`src/rtl/tt_sched_pkg.sv`:
```
package tt_sched_pkg;

    typedef enum logic [1:0] {
        S_IDLE = 2'b00,
        S_REQ  = 2'b01,
        S_XFER = 2'b10
    } fsm_t;

    typedef enum logic [1:0] {
        WIN_EXCL   = 2'b00,
        WIN_ARB    = 2'b01,
        WIN_MSTART = 2'b10,
        WIN_MEND   = 2'b11
    } win_t;

endpackage

```
`src/rtl/tt_cycle_timer.sv`:
```
module tt_cycle_timer #(
    parameter int TIME_W = 16,
    parameter int CNT_W  = 3
) (
    input  logic              clk,
    input  logic              rst_n,
    input  logic              run,
    input  logic [TIME_W-1:0] cyc_last,
    input  logic [CNT_W-1:0]  cyc_max,
    output logic [TIME_W-1:0] ct,
    output logic [CNT_W-1:0]  cc
);

    always_ff @(posedge clk) begin
        if (!rst_n || !run) begin
            ct <= '0;
            cc <= '0;
        end else if (ct == cyc_last) begin
            ct <= '0;
            cc <= (cc >= cyc_max) ? '0 : cc + 1'b1;
        end else begin
            ct <= ct + 1'b1;
        end
    end

    // a stopped timer reads zero on the next tick
    a_r2_run_clear: assert property (@(posedge clk) disable iff (!rst_n)
        !run |=> (ct == '0 && cc == '0));

endmodule

```
`src/rtl/tt_mb_match.sv`:
```
module tt_mb_match #(
    parameter int NUM_MB = 4,
    parameter int TIME_W = 16,
    parameter int CNT_W  = 3,
    parameter int PER_W  = 2
) (
    input  logic                     tt_en,
    input  logic [TIME_W-1:0]        ct,
    input  logic [CNT_W-1:0]         cc,
    input  logic [NUM_MB*TIME_W-1:0] mb_ttime,
    input  logic [NUM_MB*CNT_W-1:0]  mb_offset,
    input  logic [NUM_MB*PER_W-1:0]  mb_plog,
    input  logic [NUM_MB*3-1:0]      mb_cfg,
    input  logic [NUM_MB-1:0]        pend,
    output logic [NUM_MB-1:0]        hit
);

    for (genvar g = 0; g < NUM_MB; g++) begin : g_mb
        logic [CNT_W-1:0] mask;
        logic             time_eq;
        logic             base_eq;
        logic             cfg_ok;

        always_comb begin
            mask    = ~({CNT_W{1'b1}} << mb_plog[g*PER_W +: PER_W]);
            time_eq = (mb_ttime[g*TIME_W +: TIME_W] == ct);
            base_eq = ((cc & mask) == mb_offset[g*CNT_W +: CNT_W]);
            cfg_ok  = (mb_cfg[g*3 +: 3] == 3'b000);
            hit[g]  = tt_en & pend[g] & cfg_ok & time_eq & base_eq;
        end
    end

endmodule

```
`src/rtl/tt_tx_fsm.sv`:
```
module tt_tx_fsm
    import tt_sched_pkg::*;
#(
    parameter int NUM_MB = 4,
    parameter int IDX_W  = $clog2(NUM_MB)
) (
    input  logic              clk,
    input  logic              rst_n,
    input  logic [NUM_MB-1:0] armed,
    input  logic              tx_grant,
    input  logic              tx_done,
    input  logic              tx_abort,
    output fsm_t              state,
    output logic [IDX_W-1:0]  cur,
    output logic              tx_req
);

    fsm_t             nxt;
    logic [IDX_W-1:0] pick;
    logic             any;

    always_comb begin
        pick = '0;
        any  = |armed;
        for (int i = NUM_MB - 1; i >= 0; i--) begin
            if (armed[i]) pick = IDX_W'(i);
        end
    end

    always_comb begin
        nxt = state;
        unique case (state)
            S_IDLE: if (any) nxt = S_REQ;
            S_REQ: begin
                if (!armed[cur])   nxt = S_IDLE;
                else if (tx_grant) nxt = S_XFER;
            end
            S_XFER: if (tx_done || tx_abort) nxt = S_IDLE;
            default: nxt = S_IDLE;
        endcase
    end

    always_ff @(posedge clk) begin
        if (!rst_n) begin
            state <= S_IDLE;
            cur   <= '0;
        end else begin
            state <= nxt;
            if (state == S_IDLE && any) cur <= pick;
        end
    end

    always_comb begin
        tx_req = (state == S_REQ);
    end

    // an unanswered request keeps its mailbox
    a_r6_req_hold: assert property (@(posedge clk) disable iff (!rst_n)
        (state == S_REQ && !tx_grant && armed[cur]) |=> (state == S_REQ && $stable(cur)));

    // the selected mailbox is the lowest armed one
    a_r5_lowest: assert property (@(posedge clk) disable iff (!rst_n)
        (state == S_IDLE && armed[0]) |=> (cur == '0));

endmodule

```
`src/rtl/tt_tx_sched.sv`:
```
module tt_tx_sched
    import tt_sched_pkg::*;
#(
    parameter int NUM_MB = 4,
    parameter int TIME_W = 16,
    parameter int CNT_W  = 3,
    parameter int PER_W  = 2,
    localparam int IDX_W = $clog2(NUM_MB)
) (
    input  logic                     clk,
    input  logic                     rst_n,
    input  logic                     timer_run,
    input  logic [CNT_W-1:0]         cyc_max,
    input  logic [TIME_W-1:0]        cyc_last,
    input  logic [NUM_MB*TIME_W-1:0] mb_ttime,
    input  logic [NUM_MB*CNT_W-1:0]  mb_offset,
    input  logic [NUM_MB*PER_W-1:0]  mb_plog,
    input  logic [NUM_MB*2-1:0]      mb_win,
    input  logic [NUM_MB*3-1:0]      mb_cfg,
    input  logic [NUM_MB-1:0]        pend_set,
    input  logic [NUM_MB-1:0]        cancel_set,
    input  logic [NUM_MB-1:0]        ack_clr,
    input  logic [NUM_MB-1:0]        abt_clr,
    output logic                     tx_req,
    output logic [IDX_W-1:0]         tx_mb,
    output logic [1:0]               tx_win,
    input  logic                     tx_grant,
    input  logic                     tx_done,
    input  logic                     tx_abort,
    output logic [NUM_MB-1:0]        pend,
    output logic [NUM_MB-1:0]        ack,
    output logic [NUM_MB-1:0]        abt,
    output logic                     merged_open,
    output logic [TIME_W-1:0]        cycle_time,
    output logic [CNT_W-1:0]         cycle_count
);

    fsm_t              st;
    logic [IDX_W-1:0]  cur;
    logic              tt_en;
    logic [NUM_MB-1:0] hit;
    logic [NUM_MB-1:0] armed, armed_n;
    logic [NUM_MB-1:0] defer, defer_n;
    logic [NUM_MB-1:0] pend_n, ack_n, abt_n;
    logic [NUM_MB-1:0] on_bus;
    logic              end_xfer;
    logic              grant_now;

    assign tt_en = timer_run && (cyc_max != {CNT_W{1'b1}});

    tt_cycle_timer #(.TIME_W(TIME_W), .CNT_W(CNT_W)) u_timer (
        .clk(clk), .rst_n(rst_n), .run(timer_run),
        .cyc_last(cyc_last), .cyc_max(cyc_max),
        .ct(cycle_time), .cc(cycle_count)
    );

    tt_mb_match #(.NUM_MB(NUM_MB), .TIME_W(TIME_W), .CNT_W(CNT_W), .PER_W(PER_W)) u_match (
        .tt_en(tt_en), .ct(cycle_time), .cc(cycle_count),
        .mb_ttime(mb_ttime), .mb_offset(mb_offset), .mb_plog(mb_plog),
        .mb_cfg(mb_cfg), .pend(pend), .hit(hit)
    );

    tt_tx_fsm #(.NUM_MB(NUM_MB), .IDX_W(IDX_W)) u_fsm (
        .clk(clk), .rst_n(rst_n), .armed(armed),
        .tx_grant(tx_grant), .tx_done(tx_done), .tx_abort(tx_abort),
        .state(st), .cur(cur), .tx_req(tx_req)
    );

    assign tx_mb     = cur;
    assign tx_win    = mb_win[cur*2 +: 2];
    assign grant_now = (st == S_REQ) && tx_grant && armed[cur];
    assign end_xfer  = (st == S_XFER) && (tx_done || tx_abort);

    always_comb begin
        on_bus = '0;
        if (st == S_XFER || grant_now) on_bus[cur] = 1'b1;
    end

    always_comb begin
        pend_n  = pend;
        armed_n = armed;
        ack_n   = ack & ~ack_clr;
        abt_n   = abt & ~abt_clr;
        defer_n = defer;
        for (int i = 0; i < NUM_MB; i++) begin
            if (pend_set[i]) pend_n[i] = 1'b1;
            if (hit[i])      armed_n[i] = 1'b1;
            if (cancel_set[i] && pend[i]) begin
                if (on_bus[i]) begin
                    defer_n[i] = 1'b1;
                end else begin
                    pend_n[i]  = 1'b0;
                    armed_n[i] = 1'b0;
                    abt_n[i]   = 1'b1;
                end
            end
            if (end_xfer && cur == IDX_W'(i)) begin
                armed_n[i] = 1'b0;
                if (tx_done) ack_n[i] = 1'b1;
                if (defer[i] || (cancel_set[i] && pend[i])) begin
                    pend_n[i]  = 1'b0;
                    abt_n[i]   = 1'b1;
                    defer_n[i] = 1'b0;
                end
            end
        end
    end

    always_ff @(posedge clk) begin
        if (!rst_n) begin
            pend  <= '0;
            armed <= '0;
            ack   <= '0;
            abt   <= '0;
            defer <= '0;
        end else begin
            pend  <= pend_n;
            armed <= armed_n;
            ack   <= ack_n;
            abt   <= abt_n;
            defer <= defer_n;
        end
    end

    always_ff @(posedge clk) begin
        if (!rst_n) begin
            merged_open <= 1'b0;
        end else if (grant_now) begin
            if (tx_win == WIN_MSTART)    merged_open <= 1'b1;
            else if (tx_win == WIN_MEND) merged_open <= 1'b0;
        end
    end

    // nothing becomes armed while triggering is off
    a_r3_no_arm_disabled: assert property (@(posedge clk) disable iff (!rst_n)
        (!tt_en && armed == '0) |=> (armed == '0));

    // success sets the acknowledge flag
    a_r7_ack_set: assert property (@(posedge clk) disable iff (!rst_n)
        (st == S_XFER && tx_done) |=> ack[cur]);

    // success without a cancel keeps the mailbox pending
    a_r7_pend_kept: assert property (@(posedge clk) disable iff (!rst_n)
        (st == S_XFER && tx_done && !defer[cur] && !cancel_set[cur]) |=> pend[cur]);

    // abort alone never acknowledges
    a_r8_no_ack_on_abort: assert property (@(posedge clk) disable iff (!rst_n)
        (st == S_XFER && tx_abort && !tx_done && !ack[cur]) |=> !ack[cur]);

    // a deferred cancel leaves the pending bit up during transfer
    a_r10_defer_hold: assert property (@(posedge clk) disable iff (!rst_n)
        (st == S_XFER && !tx_done && !tx_abort && defer[cur]) |=> pend[cur]);

    // an end-of-merge grant closes the window
    a_r12_close: assert property (@(posedge clk) disable iff (!rst_n)
        (grant_now && tx_win == WIN_MEND) |=> !merged_open);

endmodule

```
`config.mk`:
```
export PLATFORM = sky130hd
export DESIGN_NAME = tt_tx_sched
export DESIGN_NICKNAME = d
export VERILOG_FILES = /design/src/rtl/tt_sched_pkg.sv /design/src/rtl/tt_cycle_timer.sv /design/src/rtl/tt_mb_match.sv /design/src/rtl/tt_tx_fsm.sv /design/src/rtl/tt_tx_sched.sv
export SDC_FILE = /design/constraint.sdc
export NUM_CORES = 1
export LEC_CHECK = 0
export ABC_CLOCK_PERIOD_IN_PS = 2890
export BUFFER_PORTS_ARGS = -buffer_cell sky130_fd_sc_hd__buf_2
export CAP_MARGIN = 20
export CORE_ASPECT_RATIO = 0.9
export CORE_MARGIN = 3
export CORE_UTILIZATION = 49
export DETAILED_ROUTE_END_ITERATION = 8
export GPL_ROUTABILITY_DRIVEN = 1
export PLACE_DENSITY = 0.87
export SLEW_MARGIN = 40
export SYNTH_ARGS = -nofsm -noshare
export SYNTH_HDL_FRONTEND = slang
export SYNTH_SLANG_ARGS = --single-unit
export TNS_END_PERCENT = 20
```
`constraint.sdc`:
```
create_clock -name clk -period 2.89 [get_ports clk]
set_input_delay 0.7225 -clock clk [delete_from_list [all_inputs] [get_ports clk]]
set_output_delay 0.7225 -clock clk [all_outputs]
set_load 0.05 [all_outputs]
```
==> impl_metrics.env <==
export IMPL_synth_area_per_cell_um2=8.18
export IMPL_cts_resized_gates=0
export IMPL_setup_tns_ns=0
export IMPL_cts_hold_buffers=0
export IMPL_hold_path_class="register to register"
export IMPL_post_cts_setup_buffers=0
export IMPL_synthAdderAreaFrac=0.0186
export IMPL_skew_ns=0.00877
export IMPL_wirelength_um=11700
export IMPL_min_to="abt[0]"
export IMPL_tightest_slew_ns=0.621
export IMPL_coreArea_um2=6620
export IMPL_synth_top_area_frac=0.262
export IMPL_synth_edff_count=0
export IMPL_dp_hpwl_um=9410
export IMPL_place_congestion=0.898
export IMPL_reg2reg_depth=7
export IMPL_start_kind="register"
export IMPL_wire_per_inst_um=17.1
export IMPL_vias_per_cell=5.60
export IMPL_rsz0062_at_grt="false"
export IMPL_dr_wl_met3_um=994
export IMPL_ir_drop_uv=198
export IMPL_synth_simple_area_share=0.253
export IMPL_max_freq_ghz=0.426
export IMPL_hold_path_depth=2
export IMPL_synth_top_area_cell="dfxtp_1"
export IMPL_synth_ff_type="dfxtp_1"
export IMPL_cts_tree="done"
export IMPL_slew_headroom=0.586
export IMPL_numCtsBuffers=5
export IMPL_yosysSeqAreaShare=0.262
export IMPL_r2r_start="u_timer.cc[0]"
export IMPL_path_max_fanout=9
export IMPL_area_delta_synth_final_pct=32.5
export IMPL_chipHeight_um=84.7
export IMPL_r2r_end="u_timer.cc[2]"
export IMPL_clk_pin_slew_ns=0.09
export IMPL_critical_path_class="register to register"
export IMPL_drc=0
export IMPL_die_area_um2=7910
export IMPL_ant_nets=0
export IMPL_antenna_cells=0
export IMPL_netlist_top_cells_area="dfxtp_1 26%, xnor2_1 17%, xor2_1 8.6%, nor2_1 4.6%, nand4_1 3.0%"
export IMPL_period_share=0.812
export IMPL_grt_pass1_vias=3695
export IMPL_cp_top_family="compound AO/OA/AOI/OAI gates"
export IMPL_highest_layer="met4"
export IMPL_yosysMostFrequentCell="xnor2_1"
export IMPL_netlist_instances=412
export IMPL_htreeDepth=2
export IMPL_worstPathRequired_ns=3.12
export IMPL_async_reset_ff_frac=0
export IMPL_nNetsFinal=740
export IMPL_first_pass_iters=5
export IMPL_yosys_register_bits=44
export IMPL_wl_met2_um=5520
export IMPL_cts_root_buffer="clkbuf_8"
export IMPL_worstPathArrival_ns=2.58
export IMPL_placedInstanceArea_um2=4350
export IMPL_outcome="complete, no violations"
export IMPL_grt_max_degree=21
export IMPL_synth_xor_area_frac=0.255
export IMPL_synth_compound_area_frac=0.124
export IMPL_cts_sinks=44
export IMPL_num_rows=28
export IMPL_first_iter_violations=240
export IMPL_syn_nets=562
export IMPL_drt_met1_wl_um=4720
export IMPL_hp_start="abt[0]"
export IMPL_synthTopCellsByCount="65 x xnor2_1, 44 x dfxtp_1, 41 x nor2_1"
export IMPL_layout_min_cycle_time_ns=2.35
export IMPL_yosys_warnings=0
export IMPL_die_w_um=93.4
export IMPL_synth_cell_types=56
export IMPL_insertion_delay_ns=0.31
export IMPL_leakagePower_nw=1.95
export IMPL_setup_viol=0
export IMPL_cp_end_kind="register"
export IMPL_stdcell_area_um2=4460
export IMPL_overflow=0
export IMPL_synth_top_family_by_area="XOR/XNOR gates"
export IMPL_grt_pass1_wl_um=17900
export IMPL_vias=3813
export IMPL_p_per_area_nw_per_um2=314
export IMPL_critPathBufInv=1
export IMPL_drv_slew=0
export IMPL_cap_violations=0
export IMPL_hold_viol_final=0
export IMPL_pin_count=182
export IMPL_clockBufferDepth=2
export IMPL_slowest_stage="a211oi_1"
export IMPL_track_usage=0.286
export IMPL_drive_gt1_frac=0.367
export IMPL_cp_cell_sequence="clkinv_1 -> ha_1 -> nand2b_1 -> a21o_1 -> a211oi_1 -> nand4_1 -> o211ai_1"
export IMPL_syn_area_um2=3370
export IMPL_antenna_found_initial=0
export IMPL_rrSetupSlack_ns=0.54
export IMPL_synthMuxAreaShare=0.0260
export IMPL_max_stage_delay_ns=0.52
export IMPL_port_buffers=181
export IMPL_start_util=0.509
==> stage by stage <==
step	hold WS, ns	utilization	power, mW	setup WS [ns]	std cells
after floorplan	0.437	-	0.775	0.538	412
after global placement	0.452	0.657	0.909	0.542	673
after detailed placement	0.479	0.657	0.921	0.472	673
after CTS	0.495	0.674	1.41	0.594	681
after global routing	0.528	0.674	1.46	0.427	681
final	0.489	0.674	1.40	0.544	681
==> worst reg2reg max path, stage by stage (launching register included) <==
cell and delay (ns):
dfxtp_1 0.47, clkinv_1 0.32, ha_1 0.36, nand2b_1 0.14, a21o_1 0.17, a211oi_1 0.52, nand4_1 0.18, o211ai_1 0.12
==> placed cells by master (no fill, tap or decap), types with 2 or more instances in the layout <==
cell and instances:
nand3_1 11, buf_2 181, o31a_1 2, nand2_1 26, mux4_2 3, nor3_1 15, nand4b_1 4, a21oi_1 13
a41oi_2 2, nor2_1 41, or4_1 4, nand4_1 16, a211oi_1 4, nor4_1 8, mux2i_1 2, inv_1 12
nor2b_1 11, ha_1 5, o21ai_0 13, a41oi_1 3, a21bo_2 3, and2_1 3, clkbuf_8 5, nand2b_1 4
and3_1 3, xnor2_1 65, a31oi_1 3, nor4b_1 4, a2111oi_0 3, xor2_1 33, nand3b_1 2, dfxtp_1 44
o22ai_1 2, nor3b_1 2, buf_4 16
==> registers in the layout, indices dropped and copies added (netlist names) <==
signal	flops
abt	4
ack	4
armed	4
defer	4
merged_open	1
pend	4
u_fsm.cur	2
u_fsm.state	2
u_timer.cc	3
u_timer.ct	16
==> layer usage <==
layer,global-route usage,vias to the layer above
li1,-,1796
met1,0.366,1760
met2,0.479,225
met3,0.0493,32
met4,0.112,0
met5,0,-
==> kinds of logic (layout without fill, tap and decap cells) <==
group | Yosys count | in the layout
buf+inv | 39 | 218
xor+xnor | 98 | 98
mux | 5 | 5
flops | 44 | 44
fa+ha+maj | 5 | 5
compound gates | 60 | 60
simple gates | 161 | 161
==> layout make-up <==
cell class	instances	area, um2
clock buffers	5	68.8
clock inverters	3	46.3
fillers	536	2160
inverters	13	48.8
multi-input cells	329	2280
flip-flops and latches	44	881
well taps	90	113
repair buffers	197	1030
==> where the power goes <==
| part | total (mW) | internal, mW | leakage [nW] | switching, mW |
|---|---|---|---|---|
| registers | 0.620 | 0.614 | 0.356 | 0.00578 |
| logic | 0.289 | 0.141 | 1.54 | 0.149 |
| clock network | 0.494 | 0.261 | 0.0548 | 0.234 |
| total | 1.40 | 1.02 | 1.95 | 0.388 |
==> how the worst max path moves through the flow <==
stage,start,endpoint,slack (ns),depth (start not counted)
3_5_place_dp,cyc_last[10],u_timer.cc[2],0.47,6
6_report,u_timer.cc[0],u_timer.cc[2],0.54,7
3_3_place_gp,cyc_last[10],u_timer.cc[0],0.54,6
2_1_floorplan,u_fsm.cur[1],tx_win[0],0.54,3
5_1_grt,u_timer.ct[6],u_timer.cc[2],0.43,5
4_1_cts,u_timer.cc[0],u_timer.cc[2],0.59,7
Power figures use the tool's default switching activity.
